## src/rtl/uvrom_pkg.sv

```systemverilog
package uvrom_pkg;

    typedef enum logic [3:0] {
        MD_STANDBY,
        MD_QUIET,
        MD_READ,
        MD_IDENT,
        MD_PROG,
        MD_VERIFY,
        MD_INHIBIT,
        MD_PG_LOAD,
        MD_PG_BURN
    } mode_e;

    typedef enum logic [2:0] {
        ST_IDLE,
        ST_CELL_PULSE,
        ST_CELL_HELD,
        ST_PAGE_PULSE,
        ST_PAGE_HELD
    } burn_st_e;

    localparam int          PAGE_BITS    = 2;
    localparam logic [7:0]  MAKER_CODE   = 8'h07;
    localparam logic [7:0]  DEV_CODE_STD = 8'h38;
    localparam logic [7:0]  DEV_CODE_ALT = 8'hB9;

endpackage

```

## src/rtl/uvrom_burn_fsm.sv

```systemverilog
module uvrom_burn_fsm
    import uvrom_pkg::*;
#(
    parameter int PULSES = 4,
    parameter int ADDR_W = 17
) (
    input  logic              clk,
    input  logic              rst_n,
    input  mode_e             mode,
    input  logic [ADDR_W-1:0] addr,
    output logic              cell_wr,
    output logic              page_wr
);
    localparam int              CNT_W = $clog2(PULSES) + 1;
    localparam logic [CNT_W-1:0] LAST = CNT_W'(PULSES - 1);
    localparam bit              ONE_SHOT = (PULSES == 1);

    burn_st_e          st, st_nx;
    logic [CNT_W-1:0]  cnt, cnt_nx;
    logic [ADDR_W-1:0] cap, cap_nx;
    logic              same_addr, same_page;

    assign same_addr = (addr == cap);
    assign same_page = (addr[ADDR_W-1:PAGE_BITS] == cap[ADDR_W-1:PAGE_BITS]);

    // state register
    always_ff @(posedge clk) begin
        if (!rst_n) begin
            st  <= ST_IDLE;
            cnt <= '0;
            cap <= '0;
        end else begin
            st  <= st_nx;
            cnt <= cnt_nx;
            cap <= cap_nx;
        end
    end

    // next state
    always_comb begin
        st_nx  = st;
        cnt_nx = cnt;
        cap_nx = cap;
        unique case (st)
            ST_IDLE: begin
                cap_nx = addr;
                cnt_nx = CNT_W'(1);
                if (mode == MD_PROG)
                    st_nx = ONE_SHOT ? ST_CELL_HELD : ST_CELL_PULSE;
                else if (mode == MD_PG_BURN)
                    st_nx = ONE_SHOT ? ST_PAGE_HELD : ST_PAGE_PULSE;
            end
            ST_CELL_PULSE: begin
                if (mode != MD_PROG || !same_addr) st_nx = ST_IDLE;
                else if (cnt == LAST)              st_nx = ST_CELL_HELD;
                else                               cnt_nx = cnt + CNT_W'(1);
            end
            ST_CELL_HELD: begin
                if (mode != MD_PROG || !same_addr) st_nx = ST_IDLE;
            end
            ST_PAGE_PULSE: begin
                if (mode != MD_PG_BURN || !same_page) st_nx = ST_IDLE;
                else if (cnt == LAST)                 st_nx = ST_PAGE_HELD;
                else                                  cnt_nx = cnt + CNT_W'(1);
            end
            ST_PAGE_HELD: begin
                if (mode != MD_PG_BURN || !same_page) st_nx = ST_IDLE;
            end
            default: st_nx = ST_IDLE;
        endcase
    end

    // outputs
    always_comb begin
        cell_wr = 1'b0;
        page_wr = 1'b0;
        unique case (st)
            ST_IDLE: begin
                cell_wr = ONE_SHOT && (mode == MD_PROG);
                page_wr = ONE_SHOT && (mode == MD_PG_BURN);
            end
            ST_CELL_PULSE: cell_wr = (mode == MD_PROG) && same_addr && (cnt == LAST);
            ST_PAGE_PULSE: page_wr = (mode == MD_PG_BURN) && same_page && (cnt == LAST);
            default: ;
        endcase
    end

    assert_inhibit_no_write_R7: assert property (@(posedge clk) disable iff (!rst_n)
        (mode == MD_INHIBIT) |-> (!cell_wr && !page_wr));

    assert_cell_pulse_run_R4: assert property (@(posedge clk) disable iff (!rst_n)
        (cell_wr && !ONE_SHOT) |-> ($past(mode) == MD_PROG && $past(addr) == addr));

    assert_page_pulse_run_R9: assert property (@(posedge clk) disable iff (!rst_n)
        (page_wr && !ONE_SHOT) |-> ($past(mode) == MD_PG_BURN));

    assert_single_write_R3: assert property (@(posedge clk) disable iff (!rst_n)
        cell_wr |=> !cell_wr);
endmodule

```

## config.mk

```make
export PLATFORM = sky130hd
export DESIGN_NAME = uvrom_burn_fsm
export DESIGN_NICKNAME = d
export VERILOG_FILES = /design/src/rtl/uvrom_pkg.sv /design/src/rtl/uvrom_burn_fsm.sv
export SDC_FILE = /design/constraint.sdc
export NUM_CORES = 1
export LEC_CHECK = 0
export ABC_AREA = 1
export BUFFER_PORTS_ARGS = -buffer_cell sky130_fd_sc_hd__buf_2
export CAP_MARGIN = 25
export CORE_ASPECT_RATIO = 0.9
export CORE_MARGIN = 5
export CORE_UTILIZATION = 54
export CTS_CLUSTER_DIAMETER = 50
export DETAILED_ROUTE_END_ITERATION = 12
export PLACE_DENSITY_LB_ADDON = 0.1
export SYNTH_ARGS = -nofsm -noshare
export SYNTH_HDL_FRONTEND = slang
export SYNTH_SLANG_ARGS = --single-unit
```

## constraint.sdc

```tcl
create_clock -name clk -period 1.7 [get_ports clk]
set_input_delay 0.34 -clock clk [delete_from_list [all_inputs] [get_ports clk]]
set_output_delay 0.34 -clock clk [all_outputs]
set_load 0.01 [all_outputs]
```

Word-level counts from Yosys, hierarchy flattened:

Cells that the tools add are included.

* register bits after elaboration: 23
* logic and storage cells: 49

* equal/unequal tests: 18
* mux-type cells: 15
* reductions and logical operators: 12
* add/subtract/negate cells: 1

Operators with widths (count)
* $mux W3: 11
* $eq A17 B17 Y1: 1
* $eq A15 B15 Y1: 1
* $pmux W3 S5: 1
* $eq A3 B2 Y1 const B: 3
* $ne A3 B3 Y1 const B: 3
* $pmux W3 S3: 1
* $ne A2 B2 Y1 const B: 4
* $reduce_and A5 Y1: 1
* $eq A4 B3 Y1 const B: 1
* $eq A4 B4 Y1 const B: 1
* $logic_and A1 B1 Y1: 4
* $ne A4 B3 Y1 const B: 1
* $ne A4 B4 Y1 const B: 1
* $add A3 B1 Y3 const B: 1
* $eq A3 B1 Y1 const B: 1
* $eq A3 B3 Y1 const B: 1
* $logic_not A3 Y1: 1
* $reduce_and A3 Y1: 1
* $reduce_bool A3 Y1: 1
* $logic_not A1 Y1: 2
* $logic_or A1 B1 Y1: 2
* $mux W1: 2

Longest topological paths before layout:

* depth after elaboration: 5
* gate-level depth with buffers: 12
* mapped depth without buffers: 12

Worst setup path before layout:

No wires, ideal clock.

* path kind: input to output
* start point: in mode[1]
* end point: out page_wr
* stages: 7
* path buffers: 0
* slack: 245 ps
* arrival: 1115 ps
* path through: nor2_2 -> nand2_1 -> nor2_1 -> nand2_1 -> nor2_1 -> nand4_1 -> nor2_1

* longest elaborated chain between the ends: 4

RTL lines
* start: declaration: RTL line uvrom_burn_fsm.sv:9 `input mode_e mode,`
* $eq A4 B4 Y1: RTL line uvrom_burn_fsm.sv:83 `ST_PAGE_PULSE: page_wr = (mode == MD_PG_BURN) && same_page && (cnt == LAST);`
* $logic_and A1 B1 Y1 (2 in series): RTL line uvrom_burn_fsm.sv:83
* $mux W1: RTL line uvrom_burn_fsm.sv:77 `unique case (st)`
* end: declaration: RTL line uvrom_burn_fsm.sv:12 `output logic page_wr`

Every way passes these cells.

Worst setup path in the final report:

* start point: reg cap[6]
* end point: out page_wr

* longest elaborated chain between the ends: 4

RTL lines
* start: declaration: RTL line uvrom_burn_fsm.sv:20 `logic [ADDR_W-1:0] cap, cap_nx;`
* start signal: assignment: RTL line uvrom_burn_fsm.sv:35 `cap <= cap_nx;`
* $eq A15 B15 Y1: RTL line uvrom_burn_fsm.sv:24 `assign same_page = (addr[ADDR_W-1:PAGE_BITS] == cap[ADDR_W-1:PAGE_BITS]);`
* $logic_and A1 B1 Y1 (2 in series): RTL line uvrom_burn_fsm.sv:83
* $mux W1: RTL line uvrom_burn_fsm.sv:77

Every way passes these cells.

==> run metrics <==
Layout area overhead 19.0%; Num CTS Buffers 3; final-report setup violation count 3; Lkg Pwr 0.817 nW; Synth Instances 218; worst-path cell chain xor2_1 > nor2_1 > nand2_1 > nor2_4 > nand4_1 > nor2_2 > buf_2; f_max 516 MHz; count of cell types in the netlist 24; Seq/Total Area, Yosys 34.1%; Vias 1376; Avg Cell Area, Syn 6.19 µm²; fin crit period 1940 ps; Min-Delay Path Class primary input to flip-flop; die area 0.00360 mm²; post-DR vias/cell 4.99; max-cap viol count 0; Crit Path Max Fanout 3; # H-tree levels 1; clk_lat worst skew 320 ps; met2 wire len 1440 µm; Yosys reg bits 23; CP Capture Type output pin; wire per inst 10.7 µm; first-pass GRT wire length 5210 µm; post-route cell area 0.00161 mm²; combinational share of power 49.3%; CTS tree yes; Syn Std Cell Area 0.00135 mm²; RSZ-0062 raised after global routing true; die width 62.7 µm; Final Hold Fails 0; max_slew headroom 79.4%; Antenna diodes 0; maximum VDD drop 1.01 mV; yosys warns 0; pre-CTS setup slack -49.1 ps; Tightest Pin Transition 309 ps; fin nets 274; # hold bufs at CTS 0; run status finished, violations left; WP data arrival 1600 ps; slowest library cell on the worst path dfxtp_2; Layout fillers 226; initial antenna violation count 0; crit path launch type flip-flop; GR Util All Layers 17.7%; area leader, netlist dfxtp_1; violated checks negative setup slack; drt pass-1 iters 4; Core Area 0.00242 mm²; met3 WL 148 µm; Reg power frac 39.3%; share of the synthesized area in the top cell type 34.1%; FP Rows 17; Power Dens Cells 1410 mW/mm²; initial core utilization 55.7%; port bufs 24; Clock Sinks 23; Util after Layout 66.3%; period utilisation layout 114%; CTS Root Cell clkbuf_4; Worst EP required 1360 ps; vias in the first global route 1264; placed wire-length estimate 2200 µm; Clock Path Buffers 2; final setup skew 7.99 ps; final slew viol count 0; largest net degree at the start of global routing 30; Net Switching 0.00102 W; top post-synthesis cells by area dfxtp_1 (34%), nand2_1 (14%), inv_1 (10%), nor2_1 (10%), o21ai_0 (6.3%); drt initial violations 89; I/O pin count 25; slowest cell delay on critical path 350 ps; Max Used Layer met4; clock-pin slew on the worst setup and hold paths 130 ps; drt drc 0; drt total wl 2950 µm; Placed Instance Area 0.00152 mm²; Fin Hold WS 290 ps; die height 57.4 µm; Placer Congestion 0.828; Sw Share 44.9%; Final ANT Viol Nets 0; part of the power in the clock network 11.5%; synthesized net count 243; fraction of layout cells with a size suffix above 1 24.2%; Setup TNS -440 ps; min setup slack post-route -237 ps; crit path kind flip-flop to output pin; GRT overflow 0; wire length on met1 1310 µm; Int Pwr 0.00125 W
-- sequential cells by signal, summed over array words and instances (netlist names) --
register	flops
cap	17
cnt	3
st	3
-- stage by stage --
stage	std cells	power, W
after floorplan	218	0.00170
after global placement	269	0.00188
after detailed placement	269	0.00194
after CTS	275	0.00223
after global routing	276	0.00250
final	276	0.00226
-- layout by cell type, fill, tap and decap left out, types with 2 or more instances in the layout --
cell type  instances
nor2_4             4
nand4_1            6
ha_1               2
nand2_1           48
dfxtp_2            2
buf_2             24
nand3_2            4
nor2_2             7
inv_1             37
nor3_1             2
nand3_1            3
o21ai_1            2
nor2_1            33
buf_4              7
dfxtp_1           20
o21ai_0           17
nand2_2            3
a21oi_1           15
clkbuf_4           3
-- cells by family (layout without fill, tap and decap cells) --
logic type,after synthesis,after routing,synth area share (%)
AND/OR/NAND/NOR,112,112,37.1
buffers and inverters,43,73,12.0
AO/OA/AOI/OAI,36,36,13.6
flip-flops,23,23,34.1
adder cells (fa/ha/maj),2,2,1.85
XOR/XNOR,2,2,1.30
-- what timing repair did --
| action | in CTS | in global routing |
|---|---|---|
| setup buffers | 2 | 1 |
| endpoints found under the setup margin | 2 | 7 |
| pin swaps | 4 | 3 |
| gates resized for setup | 7 | 7 |
| hold endpoints to repair | 0 | 0 |
-- per-layer routing --
layer  vias up  track usage [%]
met2        28             29.4
met5         -                0
met4         0             7.58
met3         6             5.51
met1       605             21.0
li1        737                -
-- worst paths after layout --
check                           startpoint  cells past startpoint       to  slack [ps]
worst max-delay path                cap[6]                      7  page_wr        -240
worst min-delay path               addr[2]                      3   cap[2]         290
worst max register to register      cap[6]                     11   cnt[2]         -10
worst min register to register     cap[16]                      2  cap[16]         470
-- power groups by stage --
| stage | Sequential (W) | Combinational [W] | Clock [W] |
|---|---|---|---|
| finish | 0.000888 | 0.00111 | 0.000259 |
| global route | 0.000924 | 0.00128 | 0.000295 |
| CTS | 0.000876 | 0.00109 | 0.000269 |
| detailed placement | 0.000883 | 0.00106 | 0 |
| global placement | 0.000870 | 0.00101 | 0 |
| floorplan | 0.000856 | 0.000845 | 0 |
-- critical path: cells and delay by family, from the launching register on --
kind                      cells  cell delay (ps)
DFF                           1              350
xor gates and xnor gates      1              160
buffers and inverters         1              150
and+or+nand+nor               5              620
-- synth_stat cells --
cell type and count:
nor2_4 1, o21ai_1 2, dfxtp_1 23, clkbuf_1 3
a21oi_1 16, nor2_2 6, or2_2 1, ha_1 2
nand2_2 2, nor3_1 2, nand2_1 49, nand4_1 6
inv_2 1, buf_1 1, nand3_2 3, nand4_2 1
xnor2_1 1, clkbuf_2 1, inv_1 37, nor2_1 37
nand3_1 4, xor2_1 1, o21ai_2 1, o21ai_0 17
-- cell type report --
cell class                      instances  area [µm²]  area share (%)
Multi-Input combinational cell        152         763            47.5
Sequential cell                        23         467            29.0
Timing Repair Buffer                   31         173            10.7
Inverter                               38         143            8.88
Tap cell                               28        35.0            2.18
Clock buffer                            4        26.3            1.64
Power figures use the tool's default switching activity.
